[src/rtl/pt_walker.sv]
module pt_walker #(
  parameter int VPN_W       = 5,
  parameter int OFS_W       = 10,
  parameter int PPN_W       = 3,
  parameter int MA_W        = 16,
  parameter int PTE_W       = 16,
  parameter int ENTRY_BYTES = 2
) (
  input  logic                   clk,
  input  logic                   rst_n,
  input  logic                   req_valid,
  output logic                   req_ready,
  input  logic [VPN_W+OFS_W-1:0] req_vaddr,
  input  logic [1:0]             req_acc,
  input  logic                   base_wr_en,
  input  logic [MA_W-1:0]        base_wr_data,
  output logic                   mem_req,
  output logic [MA_W-1:0]        mem_addr,
  input  logic                   mem_ack,
  input  logic [PTE_W-1:0]       mem_rdata,
  output logic                   rsp_valid,
  output logic [PPN_W+OFS_W-1:0] rsp_paddr,
  output logic [1:0]             rsp_fault
);
  localparam int VA_W  = VPN_W + OFS_W;
  localparam int PA_W  = PPN_W + OFS_W;
  localparam int V_BIT = PTE_W - 1;
  localparam int R_HI  = PTE_W - 2;
  localparam int R_LO  = PTE_W - 3;

  localparam logic [1:0] ACC_RD = 2'b00, ACC_WR = 2'b01, ACC_EX = 2'b10;
  localparam logic [1:0] RT_RO = 2'b00, RT_RW = 2'b01, RT_EX = 2'b10;
  localparam logic [1:0] F_OK = 2'b00, F_PAGE = 2'b01, F_PROT = 2'b10;

  typedef enum logic [1:0] {S_IDLE, S_FETCH, S_CHECK, S_RESPOND} state_t;

  state_t              state;
  logic [MA_W-1:0]     base_q;
  logic [MA_W-1:0]     walk_addr_q;
  logic [OFS_W-1:0]    ofs_q;
  logic [1:0]          acc_q;
  logic                pte_v_q;
  logic [1:0]          pte_r_q;
  logic [PPN_W-1:0]    pte_ppn_q;
  logic [PA_W-1:0]     paddr_q;
  logic [1:0]          fault_q;
  logic                accept;
  logic                permit;
  logic [1:0]          fault_n;
  logic [VPN_W-1:0]    vpn_in;

  assign req_ready = (state == S_IDLE);
  assign accept    = req_valid && req_ready;
  assign vpn_in    = req_vaddr[VA_W-1:OFS_W];
  assign mem_req   = (state == S_FETCH);
  assign mem_addr  = walk_addr_q;
  assign rsp_valid = (state == S_RESPOND);
  assign rsp_paddr = paddr_q;
  assign rsp_fault = fault_q;

  always_ff @(posedge clk or negedge rst_n)
    if (!rst_n)          base_q <= '0;
    else if (base_wr_en) base_q <= base_wr_data;

  always_comb begin
    case (pte_r_q)
      RT_RO:   permit = (acc_q == ACC_RD);
      RT_RW:   permit = (acc_q == ACC_RD) || (acc_q == ACC_WR);
      RT_EX:   permit = (acc_q == ACC_EX);
      default: permit = 1'b0;
    endcase
    if (!pte_v_q)     fault_n = F_PAGE;
    else if (!permit) fault_n = F_PROT;
    else              fault_n = F_OK;
  end

  always_ff @(posedge clk or negedge rst_n) begin
    if (!rst_n) begin
      state       <= S_IDLE;
      walk_addr_q <= '0;
      ofs_q       <= '0;
      acc_q       <= '0;
      pte_v_q     <= 1'b0;
      pte_r_q     <= '0;
      pte_ppn_q   <= '0;
      paddr_q     <= '0;
      fault_q     <= F_OK;
    end else begin
      case (state)
        S_IDLE:
          if (accept) begin
            walk_addr_q <= base_q + MA_W'(vpn_in) * MA_W'(ENTRY_BYTES);
            ofs_q       <= req_vaddr[OFS_W-1:0];
            acc_q       <= req_acc;
            state       <= S_FETCH;
          end
        S_FETCH:
          if (mem_ack) begin
            pte_v_q   <= mem_rdata[V_BIT];
            pte_r_q   <= mem_rdata[R_HI:R_LO];
            pte_ppn_q <= mem_rdata[PPN_W-1:0];
            state     <= S_CHECK;
          end
        S_CHECK: begin
          fault_q <= fault_n;
          paddr_q <= (fault_n == F_OK) ? {pte_ppn_q, ofs_q} : '0;
          state   <= S_RESPOND;
        end
        default: state <= S_IDLE;
      endcase
    end
  end
endmodule

[config.mk]
export PLATFORM = sky130hd
export DESIGN_NAME = pt_walker
export DESIGN_NICKNAME = d
export VERILOG_FILES = /design/src/rtl/pt_walker.sv
export SDC_FILE = /design/constraint.sdc
export NUM_CORES = 1
export LEC_CHECK = 0
export BUFFER_PORTS_ARGS = -buffer_cell sky130_fd_sc_hd__buf_2
export CAP_MARGIN = 20
export CORE_UTILIZATION = 50
export CTS_CLUSTER_SIZE = 10
export DETAILED_ROUTE_END_ITERATION = 6
export HOLD_SLACK_MARGIN = 0.05
export PLACE_DENSITY = 0.86
export SLEW_MARGIN = 20
export SYNTH_ARGS = -nofsm -noshare
export SYNTH_HDL_FRONTEND = slang
export SYNTH_SLANG_ARGS = --single-unit
[constraint.sdc]
create_clock -name clk -period 4.1 [get_ports clk]
set_input_delay 0.615 -clock clk [delete_from_list [all_inputs] [get_ports clk]]
set_output_delay 0.615 -clock clk [all_outputs]
set_load 0.02 [all_outputs]
==> run_results.csv, run 1 <==
group,metric,value,unit
critical_path,cp-startpoint,"req_vaddr[10]",
sta,max_freq,466,MHz
sta,finalSetupViolCount,0,
sta,rsz0062_at_grt,"false",
floorplan,rows,27,
sta,period_share,52.4,%
sta,slew_violations,0,
critical_path,r2r_cells,6,
placed_design,place_congestion,0.868,
synthesis,synth_xor_xnor_area_share,0.883,%
synthesis,netlist_area,2980,µm²
synthesis,ys.flop_type,"dfrtp_1",
synthesis,synth_warnings,0,
sta,setup_tns,0,ns
floorplan,die_h,79.1,µm
sta,whs,0.338,ns
clocking,clk_latency,0.34,ns
clocking,numCtsBuffers,9,
sta,skew,0.00959,ns
clocking,cts_tree,"built",
global_route,grt_max_degree,35,
pwr,power_leakage,1.81,nW
global_route,grt_pass1_vias,2263,
floorplan,pin_count,88,
sta,slew_headroom,40.0,%
finish,area_growth,21.0,%
route,drtIter0Drc,106,
floorplan,fp.dieW,79.1,µm
min_path,hold_path.class,"in -> async",
critical_path,cp_max_fo,8,
critical_path,worstSetupStartpointType,"input pin",
finish,layout.nets,418,
floorplan,die-area,6260,µm²
route,route.detailed.drc,0,
synthesis,yosys.area_share.simple,14.4,%
clocking,htree_levels,3,
synthesis,synthAdderAreaFrac,4.46,%
finish,antennaDiodeCount,0,
finish,final_cell_area,3600,µm²
floorplan,core-area,5610,µm²
critical_path,critical_path_required,4.34,ns
critical_path,critPathKind,"in -> reg",
run,drv_cap,0,
route,via_per_inst,5.35,
placed_design,placed_area,3420,µm²
clocking,cts_resized,0,
synthesis,ys_types,38,
synthesis,ys_seq_area_share,56.3,%
synthesis,synth_top_family_by_area,"simple AND/OR/NAND/NOR gates",
global_route,grt_pass1_wl,10300,µm
critical_path,endpoint_kind,"flop",
pwr,vdd_drop_max,0.328,mV
sta,hold_viol,0,
finish,fill_cells,456,
finish,fin_util,64.2,%
global_route,grt_usage,22.1,%
synthesis,synth_edf_count,0,
sta,setup_ws,1.95,ns
synthesis,ys_seq_elements,67,
global_route,antenna_found_initial,0,
synthesis,async_reset_ff_share,100,%
clocking,cts_sinks,67,
synthesis,syn_area_per_cell,10.8,µm²
global_route,grt_overflow,0,
route,num_vias,2308,
route,wire_per_inst,14.9,µm
critical_path,r2r-start,"base_q[1]",
synthesis,synth_compound_area_share,14.2,%
clocking,post-cts-setup-buffers,0,
run_status,outcome,"complete, no violations",
placed_design,pre_cts_slack,1.72,ns
route,dr.pass1.iters,4,
clocking,cts-root-to-sink-buffers,2,
sta,post-route-min-period,2.15,ns
critical_path,cp.arrival,2.39,ns
floorplan,start_util,53.1,%
clocking,cts_root_buf,"clkbuf_8",
synthesis,syn_nets,339,
clocking,path_clk_slew,0.07,ns
synthesis,yosys-mux-area-fraction,7.19,%
placed_design,portBuffers,77,
route,drtAntennaViolNets,0,
synthesis,syn-instance-count,275,
placed_design,dp_hpwl,4680,µm
finish,drive_above_1_share,32.0,%
clocking,holdBufCountCts,0,
sta,worst_pin_slew,0.897,ns
route,routed_wl,6430,µm
pwr,p_per_area,694,nW/µm²
## flip-flops by register name, summed over array words and instances (netlist names)
name and flops:
mem_addr 16, ofs_q 10, state 2, acc_q 2, rsp_paddr 13, pte_r_q 2
pte_ppn_q 3, rsp_fault 2, base_q 16, pte_v_q 1
## cell families after synthesis
logic type,count (synthesis)
mux,19
compound gates,61
flops,67
buf+inv,20
fa+ha+maj,10
simple gates,95
xor+xnor,3
## final cells by class
class	count	area, µm²	area share, %
sequential	67	1680	46.6
multi-input combinational	188	1220	34.0
timing repair buffer	79	400	11.1
clock buffer	9	124	3.44
tap	72	90.1	2.50
clock inverter	7	52.6	1.46
inverter	9	33.8	0.938
## per-stage QoR
step | power [mW] | instances
after floorplan | 1.71 | 275
after global placement | 1.98 | 415
after detailed placement | 2.03 | 415
after CTS | 2.52 | 431
after global routing | 2.66 | 431
final | 2.50 | 431
## layout by cell type, fill, tap and decap left out, types with 3 or more instances in the layout
cell type,n
o31ai_1,5
clkinv_4,3
buf_2,77
nand3_1,8
a31oi_1,7
o21ai_0,11
a22o_1,13
nor2_1,9
a21oi_1,7
inv_1,9
a21o_1,4
mux2_2,19
clkbuf_8,9
dfrtp_1,67
nand2_1,59
or4_1,5
ha_1,9
## report_power, final
| part | switching, mW | internal, mW | total [mW] |
|---|---|---|---|
| logic | 0.582 | 0.366 | 0.948 |
| clock network | 0.259 | 0.222 | 0.481 |
| registers | 0.153 | 0.917 | 1.07 |
| total | 0.994 | 1.51 | 2.50 |
## path summary, 6_finish.rpt
path | to | slack, ns
worst min register to register | mem_addr[2] | 0.47
worst min-delay path | base_q[9] | 0.34
max in group asynchronous | base_q[5] | 2.86
worst max-delay path | mem_addr[9] | 1.95
worst max register to register | mem_addr[9] | 1.96
min in group clk | ofs_q[5] | 0.46
## Yosys cell counts (all sizes together) (4+ instances only)
master   n  area share [%]
nor2     9             1.1
mux2    19             7.2
dfrtp   67              56
clkbuf  11             1.4
a21oi    7             1.2
a22o    13             3.8
o21ai   13             2.2
or4      5             1.3
inv      9             1.1
o31ai    5             1.3
nand2   59             7.4
ha       9             3.8
a21o     4             1.0
a31oi    7             1.5
nand3    8             1.3
## layer usage
layer | GRT usage [%] | part of all wire (%) | vias up
met5 | 0 | 0 | -
met4 | 11.1 | 1.6 | 0
met3 | 5.40 | 4.6 | 9
met2 | 37.2 | 50 | 71
met1 | 26.1 | 43 | 1089
li1 | - | - | 1139
## critical path, cell delays in order
cell	delay (ns)
buf_2	0.10
ha_1	0.23
fa_1	0.44
a211oi_1	0.28
o21a_1	0.31
o21ai_0	0.18
a31oi_1	0.23
(Power assumes the default switching activity.)
==> run 2: changes to the inputs <==
==> constraint.sdc (replaced) <==
create_clock -name clk -period 2.15 [get_ports clk]
set_input_delay 0.3225 -clock clk [delete_from_list [all_inputs] [get_ports clk]]
set_output_delay 0.3225 -clock clk [all_outputs]
set_load 0.02 [all_outputs]
==> run 2 against run 1 <==
Combinational power rose by 94%; clock power increased by 120%; total power is 97% higher; clock-buffer cell count unchanged; final cell count rose by 0.93%; non-clock buffer count increased by 4; critical path type is now reg -> reg.
==> run_results.csv, run 2 (synthesis results as in run 1) <==
group,metric,value,unit
sta,hold_viol,0,
global_route,grt_max_degree,40,
pwr,p_seq_share,41.6,%
sta,post-route-min-period,1.95,ns
floorplan,die-area,6260,µm²
critical_path,worstSetupStartpointType,"flop",
placed_design,place_congestion,0.862,
clocking,htree_levels,3,
finish,final-seq-area,1680,µm²
clocking,path_clk_slew,0.08,ns
pwr,p_per_area,1340,nW/µm²
sta,finalSetupViolCount,0,
route,wire_per_inst,15.1,µm
critical_path,r2r-start,"base_q[1]",
route,dr.pass1.iters,4,
clocking,cts-root-to-sink-buffers,2,
finish,layout_common_cells,"buf_2 (77), dfrtp_1 (67), nand2_1 (59)",
placed_design,pre_cts_slack,0.0827,ns
finish,drive_above_1_share,32.8,%
placed_design,portBuffers,77,
global_route,grt_usage,22.9,%
pwr,vdd_drop_max,0.702,mV
clocking,cts_sinks,67,
run_status,outcome,"complete, no violations",
finish,antennaDiodeCount,0,
finish,final_common_cell,"buf_2",
critical_path,cp-startpoint,"base_q[1]",
global_route,grt_pass1_vias,2285,
min_path,hold_path.class,"in -> reg",
clocking,numCtsBuffers,9,
clocking,clk_latency,0.35,ns
critical_path,cp.arrival,2.21,ns
route,routed_wl,6590,µm
floorplan,start_util,53.1,%
min_path,hold_start,"req_vaddr[4]",
sta,worst_pin_slew,0.987,ns
route,route.detailed.drc,0,
sta,rsz0062_at_grt,"false",
floorplan,core-area,5610,µm²
floorplan,fp.dieW,79.1,µm
critical_path,endpoint_kind,"flop",
pwr,switchingPower,1.92,mW
floorplan,die_h,79.1,µm
finish,fill_cells,457,
global_route,antenna_found_initial,0,
pwr,internal_power,3.01,mW
route,drtAntennaViolNets,0,
global_route,grt_overflow,0,
clocking,post-cts-setup-buffers,0,
sta,setup_ws,0.202,ns
floorplan,rows,27,
pwr,pwr-share-comb,37.3,%
floorplan,pin_count,88,
sta,slew_headroom,33.9,%
global_route,grt_pass1_wl,10800,µm
finish,multiInputGateArea,1220,µm²
sta,setup_tns,0,ns
pwr,power_leakage,1.84,nW
pwr,switching_share,39.0,%
sta,slew_violations,0,
finish,area_growth,23.4,%
clocking,cts_root_buf,"clkbuf_8",
route,via_per_inst,5.41,
finish,layout.nets,422,
sta,max_freq,513,MHz
sta,skew,0.0125,ns
route,drtIter0Drc,147,
critical_path,critPathKind,"reg -> reg",
critical_path,critical_path_required,2.42,ns
critical_path,cp_max_fo,8,
clocking,cts_tree,"built",
run,drv_cap,0,
route,num_vias,2354,
placed_design,dp_hpwl,4830,µm
sta,period_share,90.6,%
pwr,p_clk_share,21.1,%
==> run 2: cell type report <==
class	count	area share [%]
clock buffer	9	3.37
clock inverter	7	2.08
inverter	9	0.920
multi-input combinational	188	33.4
sequential	67	45.7
tap	72	2.45
timing repair buffer	83	12.1
==> run 2: per-layer routing <==
metal	track usage, %	vias up	routed length [µm]
li1	-	1147	-
met1	29.6	1133	2850
met2	36.4	64	3320
met3	4.02	10	303
met4	13.3	0	119
met5	0	-	0
==> run 2: power groups by stage <==
stage / Combinational [mW] / Clock, mW / Sequential [mW]
detailed placement: 1.84 / 0 / 2.07
finish: 1.84 / 1.04 / 2.05
global placement: 1.78 / 0 / 2.03
floorplan: 0.913 / 0 / 2.35
CTS: 1.86 / 1.06 / 2.05
global route: 2.03 / 1.11 / 2.11
==> run 2: worst max-delay path, stage by stage, from the launching register on <==
cell	delay, ns
dfrtp_1	0.40
ha_1	0.22
fa_1	0.43
a211oi_1	0.27
o21a_2	0.26
o21ai_0	0.11
a31oi_1	0.18
==> run 2: stage by stage <==
stage,hold WS [ns],instance area (µm²),power [mW],cells,utilization (%)
finish,0.157,3670,4.93,435,65.5
global route,0.148,3670,5.25,435,65.5
CTS,0.152,3670,4.96,435,65.4
detailed placement,0.389,3460,3.91,418,61.7
global placement,0.384,3460,3.80,418,61.7
floorplan,0.0269,2980,3.26,275,-
==> run 2: timing repair <==
action / in CTS / in global routing
setup endpoints to repair: 0 / 1
resized for setup: 0 / 1
hold buffers: 1 / 0
endpoints found under the hold margin: 28 / 0
==> run 2: worst paths after layout <==
check | endpoint | slack, ns | cells after the start
worst min-delay path | ofs_q[4] | 0.16 | 3
worst min register to register | mem_addr[0] | 0.47 | 2
worst max register to register | mem_addr[9] | 0.20 | 6
min in group asynchronous | base_q[10] | 0.55 | 2
max in group asynchronous | ofs_q[9] | 0.97 | 3
worst max-delay path | mem_addr[9] | 0.20 | 6
